===== src/rtl/addr_dec_pkg.sv =====
package addr_dec_pkg;

   typedef enum logic [1:0] {
      RT_WINDOW  = 2'd0,
      RT_BRIDGE  = 2'd1,
      RT_SUB_LEG = 2'd2,
      RT_SUB_BRG = 2'd3
   } route_t;

   localparam int unsigned LOG2_FIELD_W = 5;

endpackage


===== src/rtl/addr_dec_window.sv =====
module addr_dec_window #(
   parameter int unsigned ADDR_W      = 32,
   parameter int unsigned SIZE_LOG2   = 3,
   parameter bit          IS_IO       = 1'b1,
   parameter bit          NATIVE_ONLY = 1'b0
) (
   input  logic [ADDR_W-1:0] addr,
   input  logic              is_io,
   input  logic [ADDR_W-1:0] base,
   input  logic              en,
   input  logic              native_mode,
   output logic              hit,
   output logic [ADDR_W-1:0] offset
);
   localparam logic [ADDR_W-1:0] MASK = {ADDR_W{1'b1}} >> (ADDR_W - SIZE_LOG2);

   if (SIZE_LOG2 < 1 || SIZE_LOG2 >= ADDR_W) begin : g_bad_size
      $error("window size exponent out of range");
   end

   logic gate;
   if (NATIVE_ONLY) begin : g_native
      assign gate = native_mode;
   end else begin : g_always
      assign gate = 1'b1;
   end

   logic kind_ok;
   logic addr_ok;
   assign kind_ok = (is_io == IS_IO);
   assign addr_ok = (((addr ^ base) & ~MASK) == '0);
   assign hit     = en & gate & kind_ok & addr_ok;
   assign offset  = addr & MASK;
endmodule


===== src/rtl/addr_dec_priority.sv =====
module addr_dec_priority #(
   parameter int unsigned N = 8
) (
   input  logic [N-1:0] raw,
   output logic [N-1:0] onehot,
   output logic         any
);
   if (N < 1) begin : g_bad_n
      $error("priority width must be positive");
   end

   always_comb begin
      logic taken;
      taken  = 1'b0;
      onehot = '0;
      for (int i = 0; i < N; i++) begin
         if (raw[i] && !taken) begin
            onehot[i] = 1'b1;
            taken     = 1'b1;
         end
      end
   end

   assign any = |raw;
endmodule


===== src/rtl/addr_dec_bridge.sv =====
module addr_dec_bridge #(
   parameter int unsigned ADDR_W = 32
) (
   input  logic [ADDR_W-1:0] addr,
   input  logic [ADDR_W-1:0] lo,
   input  logic [ADDR_W-1:0] hi,
   input  logic              en,
   output logic              hit,
   output logic [ADDR_W-1:0] offset
);
   assign hit    = en && (addr >= lo) && (addr <= hi);
   assign offset = addr - lo;
endmodule


===== src/rtl/addr_decoder.sv =====
module addr_decoder
   import addr_dec_pkg::*;
#(
   parameter int unsigned ADDR_W  = 32,
   parameter int unsigned NUM_WIN = 8,
   parameter logic [NUM_WIN*LOG2_FIELD_W-1:0] WIN_LOG2 =
      {5'd12, 5'd10, 5'd8, 5'd4, 5'd2, 5'd3, 5'd2, 5'd3},
   parameter logic [NUM_WIN-1:0] WIN_IO     = 8'b0011_1111,
   parameter logic [NUM_WIN-1:0] WIN_NATIVE = 8'b0000_1111
) (
   input  logic                      clk,
   input  logic                      rst_n,
   input  logic                      req_valid,
   input  logic [ADDR_W-1:0]         req_addr,
   input  logic                      req_is_io,
   input  logic [NUM_WIN*ADDR_W-1:0] win_base,
   input  logic [NUM_WIN-1:0]        win_en,
   input  logic                      native_mode,
   input  logic [ADDR_W-1:0]         br_base,
   input  logic [ADDR_W-1:0]         br_limit,
   input  logic                      br_en,
   input  logic                      sub_to_bridge,
   output logic                      dec_valid,
   output logic [NUM_WIN-1:0]        dec_hit,
   output logic [1:0]                dec_target,
   output logic [ADDR_W-1:0]         dec_offset
);
   if (ADDR_W < 8 || ADDR_W > 64) begin : g_bad_addr
      $error("address width out of range");
   end
   if (NUM_WIN < 1 || NUM_WIN > 64) begin : g_bad_count
      $error("window count out of range");
   end

   logic [NUM_WIN-1:0] raw_hit;
   logic [ADDR_W-1:0]  win_off [NUM_WIN];

   for (genvar i = 0; i < NUM_WIN; i++) begin : g_win
      addr_dec_window #(
         .ADDR_W      (ADDR_W),
         .SIZE_LOG2   (int'(WIN_LOG2[i*LOG2_FIELD_W +: LOG2_FIELD_W])),
         .IS_IO       (WIN_IO[i]),
         .NATIVE_ONLY (WIN_NATIVE[i])
      ) u_win (
         .addr        (req_addr),
         .is_io       (req_is_io),
         .base        (win_base[i*ADDR_W +: ADDR_W]),
         .en          (win_en[i]),
         .native_mode (native_mode),
         .hit         (raw_hit[i]),
         .offset      (win_off[i])
      );
   end

   logic [NUM_WIN-1:0] pick;
   logic               any_win;

   addr_dec_priority #(.N(NUM_WIN)) u_prio (
      .raw    (raw_hit),
      .onehot (pick),
      .any    (any_win)
   );

   logic              br_hit;
   logic [ADDR_W-1:0] br_off;

   addr_dec_bridge #(.ADDR_W(ADDR_W)) u_brg (
      .addr   (req_addr),
      .lo     (br_base),
      .hi     (br_limit),
      .en     (br_en),
      .hit    (br_hit),
      .offset (br_off)
   );

   logic [ADDR_W-1:0] sel_off;
   always_comb begin
      sel_off = '0;
      for (int i = 0; i < NUM_WIN; i++) begin
         if (pick[i]) sel_off = sel_off | win_off[i];
      end
   end

   route_t            nxt_tgt;
   logic [ADDR_W-1:0] nxt_off;
   always_comb begin
      if (any_win) begin
         nxt_tgt = RT_WINDOW;
         nxt_off = sel_off;
      end else if (br_hit) begin
         nxt_tgt = RT_BRIDGE;
         nxt_off = br_off;
      end else begin
         nxt_tgt = sub_to_bridge ? RT_SUB_BRG : RT_SUB_LEG;
         nxt_off = req_addr;
      end
   end

   always_ff @(posedge clk or negedge rst_n) begin
      if (!rst_n) begin
         dec_valid  <= 1'b0;
         dec_hit    <= '0;
         dec_target <= RT_WINDOW;
         dec_offset <= '0;
      end else begin
         dec_valid <= req_valid;
         if (req_valid) begin
            dec_hit    <= pick;
            dec_target <= nxt_tgt;
            dec_offset <= nxt_off;
         end
      end
   end

   assert_strobe_latency_R1: assert property (@(posedge clk) disable iff (!rst_n)
      req_valid |=> dec_valid);
   assert_idle_hold_R1: assert property (@(posedge clk) disable iff (!rst_n)
      !req_valid |=> (!dec_valid && $stable(dec_hit) && $stable(dec_target) && $stable(dec_offset)));
   assert_single_hit_R6: assert property (@(posedge clk) disable iff (!rst_n)
      $onehot0(dec_hit));
   assert_hit_vs_target_R6: assert property (@(posedge clk) disable iff (!rst_n)
      dec_valid |-> ((dec_hit != '0) == (dec_target == RT_WINDOW)));
   assert_sub_select_R8: assert property (@(posedge clk) disable iff (!rst_n)
      (dec_valid && dec_target == RT_SUB_BRG) |-> $past(sub_to_bridge));
   assert_sub_raw_addr_R8: assert property (@(posedge clk) disable iff (!rst_n)
      (dec_valid && dec_target[1]) |-> (dec_offset == $past(req_addr)));

   for (genvar i = 0; i < NUM_WIN; i++) begin : g_chk
      localparam int unsigned LG = int'(WIN_LOG2[i*LOG2_FIELD_W +: LOG2_FIELD_W]);
      localparam logic [ADDR_W-1:0] CMASK = {ADDR_W{1'b1}} >> (ADDR_W - LG);
      assert_kind_match_R2: assert property (@(posedge clk) disable iff (!rst_n)
         (dec_valid && dec_hit[i]) |-> ($past(req_is_io) == WIN_IO[i]));
      assert_offset_in_size_R3: assert property (@(posedge clk) disable iff (!rst_n)
         (dec_valid && dec_hit[i]) |-> ((dec_offset & ~CMASK) == '0));
      assert_enabled_only_R4: assert property (@(posedge clk) disable iff (!rst_n)
         (dec_valid && dec_hit[i]) |-> $past(win_en[i]));
      if (WIN_NATIVE[i]) begin : g_nat
         assert_native_gate_R5: assert property (@(posedge clk) disable iff (!rst_n)
            (dec_valid && dec_hit[i]) |-> $past(native_mode));
      end
   end
endmodule


===== config.mk =====
export PLATFORM = sky130hd
export DESIGN_NAME = addr_decoder
export DESIGN_NICKNAME = d
export VERILOG_FILES = /design/src/rtl/addr_dec_pkg.sv /design/src/rtl/addr_dec_window.sv /design/src/rtl/addr_dec_priority.sv /design/src/rtl/addr_dec_bridge.sv /design/src/rtl/addr_decoder.sv
export SDC_FILE = /design/constraint.sdc
export NUM_CORES = 1
export LEC_CHECK = 0
export BUFFER_PORTS_ARGS = -buffer_cell sky130_fd_sc_hd__buf_4
export CORE_AREA = 2 2 158 160
export CTS_CLUSTER_SIZE = 30
export DETAILED_ROUTE_END_ITERATION = 16
export DIE_AREA = 0 0 160 162
export SLEW_MARGIN = 20
export SYNTH_ARGS = -nofsm -noshare
export SYNTH_HDL_FRONTEND = slang
export SYNTH_SLANG_ARGS = --single-unit

===== constraint.sdc =====
create_clock -name clk -period 1.2 [get_ports clk]
set_input_delay 0.12 -clock clk [delete_from_list [all_inputs] [get_ports clk]]
set_output_delay 0.12 -clock clk [all_outputs]
set_load 0.01 [all_outputs]

==> impl_metrics.tcl <==
set metrics [dict create \
    critPathMaxFanout 5 \
    syn_inst 919 \
    row_count 57 \
    synth_edf_count 0 \
    min_period_ps 2540 \
    irDropWorstVdd_v 0.000638 \
    slew_violations 0 \
    port-buffer-count 365 \
    cellLeakagePower_nw 6.63 \
    htree_num_levels 2 \
    fin_ws_ps -1340 \
    async_reset_ff_share_pct 100 \
    numCtsBuffers 5 \
    worstSkewPairLatency_ps 280 \
    core_area_um2 24100 \
    die_y_um 162 \
    cts.clk_slew.worst_paths_ps 60 \
    p_int_mw 5.69 \
    status "complete, but fails checks" \
    layout-drive-gt1-share_pct 53.5 \
    area_delta_synth_final_pct 92.5 \
    cp-end-kind "register" \
    max-cap-violations 0 \
    synthFlopType "dfrtp_1" \
    cts.sinks 43 \
    dp_hpwl_um 34300 \
    tritoncts "built" \
    ys_warn_count 0 \
    wl_um 41500 \
    grtUsageTotal_pct 30.5 \
    synth_nets 1351 \
    grt_pass1_vias 9684 \
    hold_class "input pin to register" \
    p_clk_share_pct 17.8 \
    violations "negative setup slack" \
    syn_avg_cell_area_um2 7.93 \
    ys_types 69 \
    power.density_nw_per_um2 647 \
    cp.required_ps 1400 \
    fin_crit_sh_pct 211 \
    start_util_pct 30.2 \
    setup_tns_ps -45460 \
    switchingPower_mw 3.38 \
    via_per_inst 5.08 \
    io_pins 410 \
    ant_nets 0 \
    p_sw_share_pct 37.3 \
    final_util_pct 58.2 \
    wl_per_cell_um 22.7 \
    crit_type "input pin to register" \
    grt_pass1_wl_um 59200 \
    seq_area_frac_synth_pct 14.8 \
    setup_viol 42 \
    hold_depth 2 \
    worst-r2r-cell-count 3 \
    gp_congestion 0.934 \
    firstDrtPassIters 5 \
    clockRootBuffer "clkbuf_16" \
    ys_seq_elements 43 \
    antenna_found_initial 3 \
    rsz0062_at_grt "true" \
    drcViolationCount 0 \
    tightest_slew_ps 592 \
    grt_max_degree 44 \
    syn_area_um2 7290 \
    fp.dieW_um 160 \
    max_slew_margin_pct 60.5 \
    timing.fmax_mhz 394 \
    dr_total_vias 9304 \
    finalClockSkew_ps 0 \
    seqPwrFrac_pct 19.1 \
    arrival_ps 2730 \
    dieArea_um2 25900 \
    grt-ovfl-total 0 \
    pwr-share-comb_pct 63.1 \
    clockBufferDepth 2 \
    drt-initial-drc-count 619 \
    hold_viol 0 \
    startpoint_type "input pin" \
    num-nets-final 1936 \
]
## registers in the layout, indices dropped and copies added, names as in the netlist
register,count
dec_hit,8
dec_valid,1
dec_offset,32
dec_target,2
## cell families after synthesis
kind of cell | after synthesis | synth area share (%)
adders and majority gates | 65 | 11.3
xor gates and xnor gates | 238 | 28.6
DFF | 43 | 14.8
AOI/OAI and AO/OA | 178 | 17.0
and+or+nand+nor | 246 | 18.2
muxes | 16 | 2.35
buffers and inverters | 133 | 7.75
## repair_timing
item / in CTS / in global routing
gates cloned: 0 / 1
setup endpoints to repair: 42 / 42
pin swaps: 53 / 73
hold buffers: 1 / 0
gates resized for setup: 152 / 108
hold endpoints to repair: 43 / 0
buffers inserted: 32 / 21
## per-layer routing
layer | track usage [%] | routed length (um) | up-vias
li1 | - | - | 4408
met1 | 33.8 | 15400 | 4434
met2 | 57.7 | 21600 | 367
met3 | 5.92 | 2590 | 93
met4 | 11.4 | 1910 | 2
met5 | 0 | 13 | -
## worst max-delay path: stages
cell and delay, ps:
buf_12 120, ha_4 240, nand4_1 170, nor2_2 70, o41ai_2 380, nand3_1 130
o2111a_1 280, o31ai_4 310, nor2_4 70, buf_6 130, buf_6 100, or4b_1 470
o211ai_1 120
## metrics by stage
step           instance area [um^2]  std cells  worst slack (ps)  total power, mW  hold WS [ps]
2_1_floorplan                  7660        919             -1140             4.01          -176
3_3_place_gp                  12200       1776             -1920             6.63           172
3_5_place_dp                  12200       1776             -1990             6.64           165
4_1_cts                       13400       1814             -1360             8.72          89.4
5_1_grt                       14000       1830             -1430             9.58           113
6_report                      14000       1831             -1340             9.07           114
## area by class of cell
class	count	area (um^2)
Sequential cell	43	1080
Inverter	83	354
Fill cell	2228	10100
Clock buffer	6	139
Multi-Input combinational cell	743	6790
Clock inverter	2	35.0
Timing Repair Buffer	628	5220
Tap cell	324	405
Antenna cell	2	5.00
## power by group through the flow
stage	Clock, mW	Combinational, mW	Sequential [mW]
2_1_floorplan	0	2.24	1.77
5_1_grt	1.71	6.13	1.74
3_5_place_dp	0	4.90	1.75
3_3_place_gp	0	4.88	1.75
4_1_cts	1.65	5.35	1.72
6_report	1.62	5.72	1.73
## Yosys cell counts (8+ instances only)
cell type,instances,area share [%]
o2bb2ai_1,11,1.3
buf_2,22,1.5
clkbuf_1,18,0.93
nand4_1,48,4.1
a21oi_1,45,3.1
ha_1,64,11
inv_1,82,4.2
mux2i_1,10,1.4
buf_4,8,0.82
nand2b_1,8,0.69
o21ai_0,25,1.7
a21o_1,19,2.0
nor3_1,12,0.82
nand2_1,40,2.1
nor2_1,45,2.3
dfrtp_1,43,15
xnor2_1,120,14
nand3_1,21,1.4
o31ai_1,8,0.82
a31oi_1,11,0.94
xor2_1,118,14
nor4_1,35,3.0
## cell usage in the layout, fill, tap and decap left out, types with 9 or more instances in the layout
master,n
ha_4,26
nand4_1,48
o21ai_0,15
xnor2_1,110
a31oi_1,10
ha_1,35
buf_6,45
nor2_1,33
a21o_1,19
a21oi_1,30
nor4_2,13
a21oi_2,9
dfrtp_1,43
xor2_1,115
nor4_1,21
nand3_1,15
nor2_2,10
buf_8,9
inv_1,74
buf_4,552
nand2_1,34
buf_12,20
## final timing paths
kind | from | to | slack (ps)
min | req_valid | dec_hit[4] | 110
min reg2reg | dec_offset[19] | dec_offset[19] | 480
max | req_addr[12] | dec_offset[3] | -1340
max reg2reg | dec_offset[30] | dec_offset[30] | 230
max in group asynchronous | rst_n | dec_offset[23] | 420
min in group asynchronous | rst_n | dec_hit[2] | 380
No activity file was read; power rests on OpenSTA's default activity.
